[config.mk]
export PLATFORM = sky130hd
export DESIGN_NAME = lock_detector
export DESIGN_NICKNAME = d
export VERILOG_FILES = /design/src/rtl/lock_detector.sv
export SDC_FILE = /design/constraint.sdc
export NUM_CORES = 1
export LEC_CHECK = 0
export BUFFER_PORTS_ARGS = -buffer_cell sky130_fd_sc_hd__buf_4
export CELL_PAD_IN_SITES_DETAIL_PLACEMENT = 1
export CELL_PAD_IN_SITES_GLOBAL_PLACEMENT = 2
export CORE_MARGIN = 1.5
export CORE_UTILIZATION = 36
export CTS_CLUSTER_SIZE = 20
export DETAILED_ROUTE_END_ITERATION = 16
export PLACE_DENSITY_LB_ADDON = 0.08
export SYNTH_ARGS = -nofsm -noshare
export SYNTH_HDL_FRONTEND = slang
export SYNTH_SLANG_ARGS = --single-unit
[constraint.sdc]
create_clock -name clk -period 7.5 [get_ports clk]
set_input_delay 2.25 -clock clk [delete_from_list [all_inputs] [get_ports clk]]
set_output_delay 2.25 -clock clk [all_outputs]
set_load 0.005 [all_outputs]
[src/rtl/lock_detector.sv]
module lock_detector #(
  parameter int ACC_W   = 18,
  parameter int FRAC_W  = 7,
  parameter int MAG_W   = 10,
  parameter int CNT_W   = 10,
  parameter int DWELL_W = 7
) (
  input  logic               clk,
  input  logic               rst_n,
  input  logic               smp_vld,
  input  logic [MAG_W-1:0]   phase_mag,
  input  logic [MAG_W-1:0]   freq_mag,
  input  logic               fl_bit,
  input  logic               trk_mode,
  input  logic               verify,
  input  logic               fl_sel,
  input  logic               fl_en,
  input  logic               step,
  input  logic [CNT_W-1:0]   integ_pre_acq,
  input  logic [CNT_W-1:0]   integ_pre_trk,
  input  logic [ACC_W-1:0]   lock_pre_acq,
  input  logic [ACC_W-1:0]   lock_pre_trk,
  input  logic [ACC_W-1:0]   fl_pre,
  input  logic [DWELL_W-1:0] dwell_pre,
  output logic               lock_o,
  output logic               false_lock_o,
  output logic               done_o
);
  localparam int TRUNC = MAG_W - 1 - FRAC_W;
  localparam int CW    = CNT_W + 1;
  localparam int HW    = DWELL_W + 1;

  logic             armed;
  logic [ACC_W-1:0] lk_acc, fl_acc;
  logic             lk_roll, fl_roll;
  logic [CW-1:0]    cnt;
  logic [HW-1:0]    hold;

  logic [ACC_W-1:0] ph_add, fq_add, fb_add, fl_add;
  logic [ACC_W-1:0] lk_base, fl_base, lk_sum, fl_sum;
  logic             lk_c, fl_c, lk_hit, fl_hit, last, held;
  logic [CW-1:0]    cnt_base;

  assign ph_add = ACC_W'(phase_mag[MAG_W-1:TRUNC]);
  assign fq_add = ACC_W'(freq_mag[MAG_W-1:TRUNC]);
  assign fb_add = ACC_W'(fl_bit) << FRAC_W;
  assign fl_add = !verify ? '0 : (fl_sel ? fb_add : fq_add);

  assign lk_base  = armed ? lk_acc : (trk_mode ? lock_pre_trk : lock_pre_acq);
  assign fl_base  = armed ? fl_acc : fl_pre;
  assign cnt_base = armed ? cnt
                          : CW'(trk_mode ? integ_pre_trk : integ_pre_acq) + CW'(1);

  assign {lk_c, lk_sum} = {1'b0, lk_base} + {1'b0, ph_add};
  assign {fl_c, fl_sum} = {1'b0, fl_base} + {1'b0, fl_add};

  assign lk_hit = lk_c | (armed & lk_roll);
  assign fl_hit = fl_c | (armed & fl_roll);
  assign last   = (cnt_base == '0);
  assign held   = (hold != '0) && !trk_mode;

  always_ff @(posedge clk or negedge rst_n) begin
    if (!rst_n) begin
      armed        <= 1'b0;
      lk_acc       <= '0;
      fl_acc       <= '0;
      lk_roll      <= 1'b0;
      fl_roll      <= 1'b0;
      cnt          <= '0;
      hold         <= '0;
      lock_o       <= 1'b0;
      false_lock_o <= 1'b0;
      done_o       <= 1'b0;
    end else begin
      done_o <= 1'b0;
      if (step) begin
        armed <= 1'b0;
        hold  <= HW'(dwell_pre) + HW'(1);
      end else if (smp_vld) begin
        if (last) begin
          armed <= 1'b0;
          if (held) begin
            hold <= hold - HW'(1);
          end else begin
            done_o       <= 1'b1;
            lock_o       <= lk_hit;
            false_lock_o <= fl_en & fl_hit;
          end
        end else begin
          armed   <= 1'b1;
          lk_acc  <= lk_sum;
          fl_acc  <= fl_sum;
          lk_roll <= lk_hit;
          fl_roll <= fl_hit;
          cnt     <= cnt_base - CW'(1);
        end
      end
      if (trk_mode) hold <= '0;
    end
  end
endmodule

-- Word level (Yosys, flattened, before mapping)
Index checks and enable logic that the tools add are counted.
- register bits after elaboration: 61
- output and inout port bits: 3
- word-level logic and storage cells: 54
- add/sub/neg operators: 6
- muxes and demuxes: 19
- bitwise logic cells: 8
- reduce and logical (&&, ||, !) cells: 11
- operator list (cell ; count):
    $mux 8 ; 7
    $mux 18 ; 3
    $add 18x8->19 ; 2
    $add 10x1->11 const B ; 1
    $logic_not 11->1 ; 1
    $mux 11 ; 1
    $sub 11x1->11 const B ; 1
    $mux 10 ; 1
    $reduce_bool 3->1 ; 3
    $add 7x1->8 const B ; 1
    $reduce_bool 8->1 ; 1
    $sub 8x1->8 const B ; 1
    $mux 1 ; 7
    $reduce_and 3->1 ; 2
    $reduce_and 4->1 ; 1
    $and 1x1->1 ; 3
    $not 1->1 ; 3
    $or 1x1->1 ; 2
    $reduce_bool 2->1 ; 1
    $logic_and 1x1->1 ; 1
    $logic_not 1->1 ; 1

-- Logic depth before layout (Yosys ltp)
- depth in word-level cells: 8
- depth in mapped cells: 20

-- Worst setup path after synthesis
OpenSTA, ideal clock, no wires.
- path type: input to register
- from: in trk_mode
- to: reg lk_acc[16]
- library setup time: 126 ps
- arrival: 5770 ps
- data required time: 7374 ps
- path slack: 1604 ps
- stages on the path: 15
- buffers on the path: 5
- cells stage by stage: buf_6 buf_6 buf_6 clkbuf_1 buf_1 mux2i_1 o21ai_0 ha_1 nor2b_1 o31a_1 o21ai_0 a211oi_1 or3b_1 xnor2_1 a221o_1
- word-level cells in the longest chain between the ends: 6
- RTL lines (what ; line ; source):
    start, declared ; 14 ; input logic trk_mode,
    $mux 10 ; 52 ; : CW'(trk_mode ? integ_pre_trk : integ_pre_acq) + CW'(1);
    $add 10x1->11 ; 52 ;
    $mux 11 ; 51 ; assign cnt_base = armed ? cnt
    $logic_not 11->1 ; 59 ; assign last = (cnt_base == '0);
    $not 1->1 (no source line) ; -- ;
    $reduce_and 3->1 (no source line) ; -- ;
    end signal, assigned ; 91 ; lk_acc <= lk_sum;
    end, declared ; 34 ; logic [ACC_W-1:0] lk_acc, fl_acc;
Several ways; a longest one is shown, not always the timed one.
A chain may end at the register's enable or synchronous reset.

-- Worst setup path in the final report
Same ends and word-level chain as after synthesis.

==> impl_summary.md <==
CTS
The cell sitting at the root of the clock tree is a sky130_fd_sc_hd__clkbuf_16. Post-CTS repair changed the size of 0 cells. The deepest level of the CTS H-tree is 3. Clock-pin slew was measured on the worst setup and hold paths at 0.05 ns. For this design, the sink count on the clock tree is 61. The clock reaches the later pin of the worst-skew pair after approximately 0.34 ns. The TritonCTS clock tree is done. The number of buffers added to fix hold violations after cts is 0. In this run the deepest clock path goes through 2 buffers.

The number of buffers added by the clock tree synthesis step is 9. The post-CTS setup repair buffer count is 0.

Synthesis
The mux cell area share after synthesis is 0.1012. The synthesized-area fraction occupied by ao, oa, aoi and oai cells is 0.1839. After synthesis, the largest family of logic cells by area is simple AND/OR/NAND/NOR gates. A synthesized cell averages ~8.5 µm².

After technology mapping, the gate count stands at 638. Summing every instance area after synthesis gives approximately 0.0054 mm². The Yosys step of the flow raised 0 warnings. The synthesized design contains 61 register bits. The count of flip-flops with a built-in enable after synthesis is 0. Of the total synthesized cell area, the portion taken by AND, OR, NAND and NOR gates is 0.2518. The post-synthesis share of cell area spent on xor and xnor gates is 0.07783. The post-synth net total is ~770. The dominant synthesized flop cell is sky130_fd_sc_hd__dfrtp_1.

The post-synthesis async set-or-reset flop share is 1.000. The share of synthesized area occupied by flip-flops and latches is 0.2826. The adder-cell share of the synthesized area is 0.05837. The count of different cell masters after synthesis is 67.

Placed design
The detailed placer's ending HPWL is between 10 and 15 mm. In this run the cell area measured after placement is around 0.0063 mm². The number of buffers added on ports is 108. The number of placed instances with taps included is just over 900. At the end of routability-driven placement, the weighted congestion stood at 0.7684.

Pwr
The share of total power dissipated in the clock network is 0.374. The fraction of power spent switching nets is 0.3129. The internal portion of total power is 937.0 µW. The share of total power dissipated in combinational logic is 0.301.

Power spread over the standard cell area amounts to 203.3 mW/mm². The analysis attributes to cell leakage a power of 2.953 nW. Summed over all nets, the switching power comes to 426.7 µW. Of the total power, registers draw 0.325. The worst voltage drop across the vdd grid is 124.4 µV.

STA
For the pin with the worst max-slew slack, the measured transition is 0.8988 ns. Setup repair after global routing left no endpoint under its margin. Across all hold checks on the routed design, the worst slack comes to 0.4752 ns. The highest achievable clock rate is 0.1811 GHz. The ratio of final minimum period to clock period is 0.7361. The routed design could run at a clock period as short as roughly 5.5 ns. The clock arrives with 0.005875 ns of skew.

Headroom to the max-slew limit came out at 0.4008. The number of hold violations in the final report is 0. After routing, the total negative slack on setup checks comes to 0 ns. The final count of negative-setup-slack endpoints is 0. The number of pins exceeding their max-slew limit in the final report was 0.

Drt
The routed design has 15.55 mm of wire. The pre-antenna-repair detailed-routing pass consisted of 4 iterations. The detail route stage leaves a number of antenna-violating nets equal to 0. In this run, the number of DRC markers left after iteration 0 of detailed routing was 161. Dividing the detail-routed via count by the number of cells gives around 5.5. The detailed router placed 5,107 vias in this run. The DRC violation count after routing is 0. In the final routed layout, each cell accounts on average for 16.85 µm.

Setup path
The slack of the worst reg-to-reg path is about 3.4 ns. On the critical path, the stage with the largest delay is an instance of sky130_fd_sc_hd__buf_4. In this run the critical register-to-register path is launched from armed$_DFFE_PN0P_. At the worst endpoint, the required time is ~7.7 ns. The count of cells along the worst register-to-register path is 10. The worst-path maximum fanout is 27. The kind of launch point of the worst setup path is a primary input. Traced cell by cell, the critical path runs through buf_4 > buf_4 > mux2i_1 > o21ai_0 > ha_1 > inv_1 > fa_1 > nor2b_1 > o31a_1 > o21ai_0 > a211oi_1 > buf_4 > or3b_1 > xnor2_1 > a221o_1. The endpoint of the worst-slack reg-to-reg timing path is fl_acc[11]$_DFFE_PN0P_.

The setup path with the least slack is of type in -> reg. The kind of end point of the critical path is a flip-flop. The highest cell delay on the worst timing path is 0.41 ns. The capture point of the worst path is lk_acc[16]$_DFFE_PN0P_. STA puts the critical path data arrival time at between 5 and 6 ns. Among the stages of the critical path, the cell type that occurs most often is sky130_fd_sc_hd__buf_4.

The start point of the critical path is trk_mode.

Global routing
The first global-routing pass estimated 25.94 mm of wire. The via count of the first global-routing pass is 5,366. For this run, the total global-route usage over all layers was measured as 0.2028. Entering global routing, the biggest net connects 62 pins. The initial antenna violation count was 0. The remaining global-route overflow is 0.

Die
The boundary pin count is 113. The floorplan die height is 125.5 µm. The initial utilization of the core area, before any placement, comes to 0.3702. The area of the die is 0.01575 mm². The core region is 0.01459 mm². Measured along the x axis, the die boundary spans roughly 130 µm. The floorplan has 44 rows.

Final layout
With fillers left out, the area of the finished cells amounts to 0.006709 mm². The library cell used most frequently in the layout, excluding fill and tap cells, is sky130_fd_sc_hd__buf_4. The finished layout holds 923 standard cells, fillers aside. The area added between synthesis and finish is 24.21%. The number of antenna diodes in the final layout is 0.

At the end of the flow the core is filled with cells to 0.4599. The final layout net count is 868. The share of post-route cells with drive strength above 1 is 0.2219.

Leaving out fill and tap cells, the most frequent cells in the layout are sky130_fd_sc_hd__buf_4 (114), sky130_fd_sc_hd__nand2_1 (84), sky130_fd_sc_hd__dfrtp_1 (60), sky130_fd_sc_hd__o21ai_0 (57), sky130_fd_sc_hd__nand3_1 (34).

Hold path
The worst hold path belongs to the class reg -> reg.

Flow run
The number of violations of the max-capacitance limit is 0.

Status
The run finished with clean final reports.
## area by class of cell
type / count / area [µm²]
Tap cell: 184 / 230.2
Multi-Input combinational cell: 526 / 3636
Fill cell: 1727 / 7880
Inverter: 21 / 78.83
Sequential cell: 61 / 1528
Clock inverter: 3 / 90.09
Timing Repair Buffer: 115 / 875.8
Clock buffer: 13 / 270.3
## synth_stat cells, types with 5 or more instances
library cell,number,area (µm²)
sky130_fd_sc_hd__mux2i_1,31,310.3
sky130_fd_sc_hd__and3_1,6,37.54
sky130_fd_sc_hd__xnor2_1,29,254.0
sky130_fd_sc_hd__nand4_1,8,50.05
sky130_fd_sc_hd__nand4b_1,5,43.79
sky130_fd_sc_hd__nand2_1,84,315.3
sky130_fd_sc_hd__inv_1,20,75.07
sky130_fd_sc_hd__or3_1,10,62.56
sky130_fd_sc_hd__clkbuf_1,14,52.55
sky130_fd_sc_hd__nand3_1,34,170.2
sky130_fd_sc_hd__ha_1,22,275.3
sky130_fd_sc_hd__xor2_1,19,166.4
sky130_fd_sc_hd__nor4b_1,5,43.79
sky130_fd_sc_hd__nor2b_1,7,43.79
sky130_fd_sc_hd__and2_1,15,93.84
sky130_fd_sc_hd__nor3_1,16,80.08
sky130_fd_sc_hd__nor2_1,23,86.33
sky130_fd_sc_hd__o21ai_0,57,285.3
sky130_fd_sc_hd__o31ai_1,8,60.06
sky130_fd_sc_hd__nand2b_1,10,62.56
sky130_fd_sc_hd__o21a_1,6,45.04
sky130_fd_sc_hd__nand3b_1,8,60.06
sky130_fd_sc_hd__mux2_2,21,236.5
sky130_fd_sc_hd__buf_2,8,40.04
sky130_fd_sc_hd__nor4_1,5,31.28
sky130_fd_sc_hd__a21oi_1,23,115.1
sky130_fd_sc_hd__dfrtp_1,61,1526
## layer usage
layer / up-vias / share of wire / GRT usage
met5: - / 0 / 0
met4: 0 / 0.022 / 0.08356
met3: 22 / 0.036 / 0.03166
met2: 100 / 0.49 / 0.3552
met1: 2469 / 0.45 / 0.2475
li1: 2516 / - / -
## metrics by stage
step           total power [mW]  setup slack, ns
5_1_grt                   1.455            1.710
3_5_place_dp             0.8594            1.648
4_1_cts                   1.384            2.011
2_1_floorplan            0.7225            1.604
3_3_place_gp             0.8375            1.714
6_report                  1.364            1.979
## worst min-delay path by stage
stage               cells after the start  slack (ns)                     to                   from
floorplan                               2        0.44  fl_acc[1]$_DFFE_PN0P_  fl_acc[1]$_DFFE_PN0P_
finish                                  2        0.48  fl_acc[1]$_DFFE_PN0P_  fl_acc[1]$_DFFE_PN0P_
global route                            2        0.50  lk_acc[9]$_DFFE_PN0P_  lk_acc[9]$_DFFE_PN0P_
CTS                                     2        0.48  fl_acc[1]$_DFFE_PN0P_  fl_acc[1]$_DFFE_PN0P_
detailed placement                      2        0.47  lk_acc[8]$_DFFE_PN0P_  lk_acc[8]$_DFFE_PN0P_
global placement                        2        0.46  fl_acc[4]$_DFFE_PN0P_  fl_acc[4]$_DFFE_PN0P_
## critical path: cells and delay by family
family	cells	cell delay [ns]
AO/OA/AOI/OAI	5	1.08
adder cells (fa/ha/maj)	2	0.60
buffers and inverters	4	0.92
XOR/XNOR	1	0.15
multiplexers	1	0.12
AND/OR/NAND/NOR	2	0.59
## cells by family (layout without fill, tap and decap cells)
| family | count (synthesis) | in the layout |
|---|---|---|
| muxes | 52 | 52 |
| buffers and inverters | 51 | 152 |
| xor gates and xnor gates | 48 | 48 |
| DFF | 61 | 61 |
| AOI/OAI and AO/OA | 150 | 150 |
| and+or+nand+nor | 252 | 252 |
| adders and majority gates | 24 | 24 |
## power by group through the flow
stage	Sequential (mW)	Clock (mW)	Combinational (mW)
after global placement	0.443	0	0.394
after detailed placement	0.448	0	0.411
after CTS	0.443	0.525	0.415
after floorplan	0.433	0	0.290
final	0.443	0.511	0.410
after global routing	0.454	0.536	0.465
## registers in the layout (all words and copies together), names as in the netlist
name          flops
fl_acc           18
lk_acc           18
cnt              11
hold              8
armed             1
done_o            1
false_lock_o      1
fl_roll           1
lk_roll           1
lock_o            1
Power figures use the tool's default switching activity.
